File: src/rtl/rtc_secs_pkg.sv
package rtc_secs_pkg;
  // Seconds between 1904-01-01 and 1970-01-01
  localparam logic [31:0] EPOCH_SHIFT_1904 = 32'd2082844800;
  localparam int unsigned NUM_BYTES = 4;
  localparam int unsigned CNT_W     = 8 * NUM_BYTES;
  localparam int unsigned LEN_W     = 3;

  typedef enum logic [1:0] {
    REQ_NONE = 2'd0,
    REQ_READ = 2'd1,
    REQ_LOAD = 2'd2,
    REQ_BAD  = 2'd3
  } req_e;
endpackage

File: src/rtl/rtc_rst_sync.sv
module rtc_rst_sync #(
  parameter int unsigned STAGES = 2
) (
  input  logic clk,
  input  logic rst_n,
  output logic rst_sync_n
);
  logic [STAGES-1:0] sync_q;
  logic [STAGES-1:0] sync_d;

  always_comb begin
    sync_d = {sync_q[STAGES-2:0], 1'b1};
  end

  always_ff @(posedge clk or negedge rst_n) begin
    if (!rst_n) sync_q <= '0;
    else        sync_q <= sync_d;
  end

  assign rst_sync_n = sync_q[STAGES-1];
endmodule

File: src/rtl/rtc_phase_div.sv
module rtc_phase_div #(
  parameter int unsigned TICKS_PER_SEC = 1000
) (
  input  logic clk,
  input  logic rst_n,
  input  logic tick_en,
  input  logic restart,
  output logic step
);
  localparam int unsigned PW = (TICKS_PER_SEC > 2) ? $clog2(TICKS_PER_SEC) : 1;
  localparam logic [PW-1:0] LAST = PW'(TICKS_PER_SEC - 1);

  logic [PW-1:0] phase_q;
  logic [PW-1:0] phase_d;
  logic          at_last;

  assign at_last = (phase_q == LAST);
  assign step    = tick_en && at_last && !restart;

  always_comb begin
    phase_d = phase_q;
    if (restart)      phase_d = '0;
    else if (tick_en) phase_d = at_last ? '0 : phase_q + 1'b1;
  end

  always_ff @(posedge clk or negedge rst_n) begin
    if (!rst_n) phase_q <= '0;
    else        phase_q <= phase_d;
  end
endmodule

File: src/rtl/rtc_secs_reg.sv
module rtc_secs_reg
  import rtc_secs_pkg::*;
#(
  parameter logic [CNT_W-1:0] INIT_UNIX = '0
) (
  input  logic             clk,
  input  logic             rst_n,
  input  logic             step,
  input  logic             load,
  input  logic [CNT_W-1:0] load_val,
  output logic [CNT_W-1:0] secs,
  output logic             sec_pulse
);
  localparam logic [CNT_W-1:0] RESET_SECS = INIT_UNIX + EPOCH_SHIFT_1904;

  logic [CNT_W-1:0] secs_q, secs_d;
  logic             pulse_q, pulse_d;

  always_comb begin
    secs_d  = secs_q;
    pulse_d = 1'b0;
    if (load) begin
      secs_d = load_val;
    end else if (step) begin
      secs_d  = secs_q + 1'b1;
      pulse_d = 1'b1;
    end
  end

  always_ff @(posedge clk or negedge rst_n) begin
    if (!rst_n) begin
      secs_q  <= RESET_SECS;
      pulse_q <= 1'b0;
    end else begin
      secs_q  <= secs_d;
      pulse_q <= pulse_d;
    end
  end

  assign secs      = secs_q;
  assign sec_pulse = pulse_q;
endmodule

File: src/rtl/rtc_cmd_unit.sv
module rtc_cmd_unit
  import rtc_secs_pkg::*;
#(
  parameter logic [7:0] CODE_READ = 8'h21,
  parameter logic [7:0] CODE_LOAD = 8'h22
) (
  input  logic             clk,
  input  logic             rst_n,
  input  logic             cmd_valid,
  input  logic [7:0]       cmd_code,
  input  logic [2:0]       arg_cnt,
  input  logic [CNT_W-1:0] arg_data,
  input  logic [CNT_W-1:0] secs,
  output logic             load,
  output logic [CNT_W-1:0] load_val,
  output logic             rsp_valid,
  output logic [LEN_W-1:0] rsp_len,
  output logic [CNT_W-1:0] rsp_data
);
  req_e             req;
  logic             vld_q, vld_d;
  logic [LEN_W-1:0] len_q, len_d;
  logic [CNT_W-1:0] dat_q, dat_d;
  logic [CNT_W-1:0] lane_bytes;

  always_comb begin
    req = REQ_NONE;
    if (cmd_valid) begin
      if (cmd_code == CODE_READ)
        req = (arg_cnt == 3'd0) ? REQ_READ : REQ_BAD;
      else if (cmd_code == CODE_LOAD)
        req = (arg_cnt == 3'(NUM_BYTES)) ? REQ_LOAD : REQ_BAD;
    end
  end

  // byte lanes: lane 0 is the most significant byte of the count
  for (genvar b = 0; b < NUM_BYTES; b++) begin : g_lane
    localparam int unsigned HI = CNT_W - 1 - 8 * b;
    assign lane_bytes[HI -: 8] = secs[HI -: 8];
    assign load_val[HI -: 8]   = arg_data[HI -: 8];
  end

  assign load = (req == REQ_LOAD);

  always_comb begin
    vld_d = (req != REQ_NONE);
    len_d = '0;
    dat_d = '0;
    if (req == REQ_READ) begin
      len_d = LEN_W'(NUM_BYTES);
      dat_d = lane_bytes;
    end
  end

  always_ff @(posedge clk or negedge rst_n) begin
    if (!rst_n) begin
      vld_q <= 1'b0;
      len_q <= '0;
      dat_q <= '0;
    end else begin
      vld_q <= vld_d;
      len_q <= len_d;
      dat_q <= dat_d;
    end
  end

  assign rsp_valid = vld_q;
  assign rsp_len   = len_q;
  assign rsp_data  = dat_q;
endmodule

File: src/rtl/rtc_secs_top.sv
module rtc_secs_top
  import rtc_secs_pkg::*;
#(
  parameter int unsigned TICKS_PER_SEC = 1000,
  parameter logic [31:0] INIT_UNIX     = 32'd0,
  parameter logic [7:0]  CODE_READ     = 8'h21,
  parameter logic [7:0]  CODE_LOAD     = 8'h22
) (
  input  logic        clk,
  input  logic        rst_n,
  input  logic        tick_en,
  input  logic        cmd_valid,
  input  logic [7:0]  cmd_code,
  input  logic [2:0]  arg_cnt,
  input  logic [31:0] arg_data,
  output logic        rsp_valid,
  output logic [2:0]  rsp_len,
  output logic [31:0] rsp_data,
  output logic        sec_pulse
);
  logic             rst_sync_n;
  logic             step;
  logic             load;
  logic [CNT_W-1:0] load_val;
  logic [CNT_W-1:0] secs;

  rtc_rst_sync #(.STAGES(2)) u_rst (
    .clk        (clk),
    .rst_n      (rst_n),
    .rst_sync_n (rst_sync_n)
  );

  rtc_phase_div #(.TICKS_PER_SEC(TICKS_PER_SEC)) u_div (
    .clk     (clk),
    .rst_n   (rst_sync_n),
    .tick_en (tick_en),
    .restart (load),
    .step    (step)
  );

  rtc_secs_reg #(.INIT_UNIX(INIT_UNIX)) u_secs (
    .clk       (clk),
    .rst_n     (rst_sync_n),
    .step      (step),
    .load      (load),
    .load_val  (load_val),
    .secs      (secs),
    .sec_pulse (sec_pulse)
  );

  rtc_cmd_unit #(.CODE_READ(CODE_READ), .CODE_LOAD(CODE_LOAD)) u_cmd (
    .clk       (clk),
    .rst_n     (rst_sync_n),
    .cmd_valid (cmd_valid),
    .cmd_code  (cmd_code),
    .arg_cnt   (arg_cnt),
    .arg_data  (arg_data),
    .secs      (secs),
    .load      (load),
    .load_val  (load_val),
    .rsp_valid (rsp_valid),
    .rsp_len   (rsp_len),
    .rsp_data  (rsp_data)
  );
endmodule

File: config.mk
export PLATFORM = sky130hd
export DESIGN_NAME = rtc_secs_top
export DESIGN_NICKNAME = d
export VERILOG_FILES = /design/src/rtl/rtc_secs_pkg.sv /design/src/rtl/rtc_rst_sync.sv /design/src/rtl/rtc_phase_div.sv /design/src/rtl/rtc_secs_reg.sv /design/src/rtl/rtc_cmd_unit.sv /design/src/rtl/rtc_secs_top.sv
export SDC_FILE = /design/constraint.sdc
export NUM_CORES = 1
export LEC_CHECK = 0
export ABC_AREA = 1
export CORE_AREA = 2 2 90 101
export CTS_CLUSTER_DIAMETER = 30
export DETAILED_ROUTE_END_ITERATION = 8
export DIE_AREA = 0 0 92 103
export HOLD_SLACK_MARGIN = 0.08
export PLACE_DENSITY = 0.88
export SETUP_SLACK_MARGIN = 0.5
export SLEW_MARGIN = 10
export SYNTH_ARGS = -nofsm -noshare
export SYNTH_HDL_FRONTEND = slang
export SYNTH_SLANG_ARGS = --single-unit
File: constraint.sdc
create_clock -name clk -period 3.5 [get_ports clk]
set_clock_uncertainty 0.1 [all_clocks]
set_input_delay 0.525 -clock clk [delete_from_list [all_inputs] [get_ports clk]]
set_output_delay 0.525 -clock clk [all_outputs]
set_load 0.03 [all_outputs]
==> out/qor.txt <==
family with the most delay on the worst path - simple AND/OR/NAND/NOR gates
total die area - 0.00948 mm2
LEAKAGE - 2.46 nW
Post-Place Cells - 780
Slew headroom - 51.1%
switching share of power - 25.6%
Hold-fix buffers, CTS - 1
final cycle utilization of the critical path - 63.7%
CP Launch Type - input pin
VDD IR max - 0.000274 V
#FFs+latches synth - 79
Post-DP HPWL - 7770 um
largest net degree at the start of global routing - 39
Crit Path Category - in -> reg
Die W - 92 um
CTS Buffer Depth - 2
worst hold slack - 0.231 ns
Hold WC Path Type - in -> async
Synth area leaders - dfrtp_1, nand2_1, nor2_1, dfstp_2, nand3_1
clock network fraction of total power - 36.4%
commonest cells after routing, fill and taps aside - nand2_1, nor2_1, clkdlybuf4s50_1, dfrtp_1, inv_1
setup TNS - 0 ns
post-route cell area - 0.00539 mm2
clock root cell - clkbuf_8
Worst path most repeated cell - nand2_1
Overflow after GRT - 0
CP peak stage delay - 0.59 ns
GP Congestion - 0.935
Worst path slowest cell - nor2_4
Worst-path clk slew - 0.08 ns
drt pass-1 iters - 5
Placed Area - 0.00518 mm2
switching power - 0.483 mW
Nets - 727
crit-path cells - clkdlybuf4s50_1, nand2_1, nor2_1, nand2_1, nand2_1, nor2_4, nor2_4, nand2_1, nand3_2
initial core utilization - 50.5%
Final Hold Vio Count - 0
commonest non-fill, non-tap cell in the layout - nand2_1
maximum capacitance violations - 0
Setup Fix Bufs, Post-CTS - 0
CTS sink cnt - 79
worst-skew pair later-pin latency - 0.35 ns
storage element area - 0.00199 mm2
synthesized area per cell - 7.24 um2
Yosys top cell area share - 38.8%
Pwr Density - 351 mW/mm2
critical-path maximum fanout - 32
# port buffers - 81
Total GRT Usage - 23.5%
number of I/O pins - 84
Filler Cell Count - 772
min cycle time layout - 2.23 ns
RSZ-0062 raised after global routing - false
Final Max Slew Viols - 0
# rows - 36
worst endpoint data arrival time - 2.42 ns
Mapped Area - 0.00432 mm2
Fmax - 449 MHz
final core occ - 62.9%
area of the multi-input gates - 0.00196 mm2
yosys warns - 0
setup ws final - 1.27 ns
Gate power share - 10.7%
TritonCTS Buffers - 9
initial antenna violation count - 0
first-pass GRT wire length - 17600 um
Seq/Total Area, Yosys - 46.1%
CTS tree - yes
status - complete, no violations
routed via count - 4018
Setup WS pre-CTS - 0.925 ns
Core ar. - 0.00856 mm2
total chip power - 1.89 mW
share of post-route cells with drive strength above 1 - 8.35%
htree depth - 3
WL/cell - 13.1 um
number of nets with antenna violations after routing - 0
post-synthesis cell count - 596
cts repair resizes - 0
final WL - 10400 um
1st-iter DRT viols - 292
Worst-Margin Slew - 0.732 ns
fin cells - 797
die height - 103 um
Synth cell types - 26
P&R area growth vs syn - 24.7%
CP endpoint kind - flip-flop
Inserted Diodes - 0
part of the power in registers - 52.9%
DRC violation count after routing - 0
Int Pwr - 1.41 mW
worst path bufs/invs - 1
count of final setup violators - 0
vias in the first global route - 3943
vias per cell - 5.04
Crit path required time - 3.69 ns
post-synth top area cell - dfrtp_1
power by group through the flow:
stage               clock, mW  sequential (mW)  combinational (mW)
floorplan                   0             1.02               0.112
global placement            0             1.01               0.196
detailed placement          0             1.02               0.202
CTS                     0.696            0.998               0.205
global route            0.738             1.00               0.233
finish                  0.687             1.00               0.203
cells by family after synthesis:
kind of cell	after synthesis	synth area share, %
simple gates	408	40.1
buf+inv	80	8.52
flops	79	46.1
xor+xnor	18	3.65
compound gates	7	0.869
fa+ha+maj	2	0.579
other cells	2	0.174
synthesized netlist by cell type (all sizes together):
library cell and instances:
buf 14, clkbuf 2, conb 2, dfrtp 67
dfstp 12, ha 2, inv 64, nand2 236
nand3 59, nand3b 1, nand4 5, nor2 106
nor4 1, o21ai 6, o21bai 1, xnor2 1
xor2 17
path summary, 6_finish.rpt:
path	startpoint	end	slack, ns	cells after the start
min reg2reg	u_rst.sync_q[1]$_DFF_PN0_	u_cmd.rsp_data[12]$_DFF_PN0_	0.24	1
max	cmd_code[0]	u_secs.secs[7]$_DFFE_PN1P_	1.27	9
max in group asynchronous	u_rst.sync_q[1]$_DFF_PN0_	u_div.phase_q[9]$_DFFE_PN0P_	2.44	1
min in group clk	u_rst.sync_q[0]$_DFF_PN0_	u_rst.sync_q[1]$_DFF_PN0_	0.27	0
min	rst_n	u_rst.sync_q[0]$_DFF_PN0_	0.23	1
max reg2reg	u_div.phase_q[0]$_DFFE_PN0P_	u_secs.secs[2]$_DFFE_PN0P_	1.47	9
final cells by class:
class                      count  share of cell area [%]
timing repair buffer          86                    15.8
tap                          114                    2.65
sequential                    79                    37.0
inverter                      64                    4.46
multi-input combinational    438                    36.4
clock inverter                 5                    1.05
clock buffer                  11                    2.62
per-layer routing:
metal	GRT usage, %	vias to the layer above	routed length (um)
li1	-	1970	-
met1	28.3	1902	4350
met2	42.8	126	5300
met3	3.65	20	513
met4	8.84	0	242
met5	0	-	0
registers in the layout, indices dropped and copies added, names as in the netlist:
name              count
u_cmd.rsp_len         1
u_div.phase_q        10
u_secs.sec_pulse      1
u_cmd.rsp_valid       1
u_secs.secs          32
u_cmd.rsp_data       32
u_rst.sync_q          2
Power figures use the tool's default switching activity.
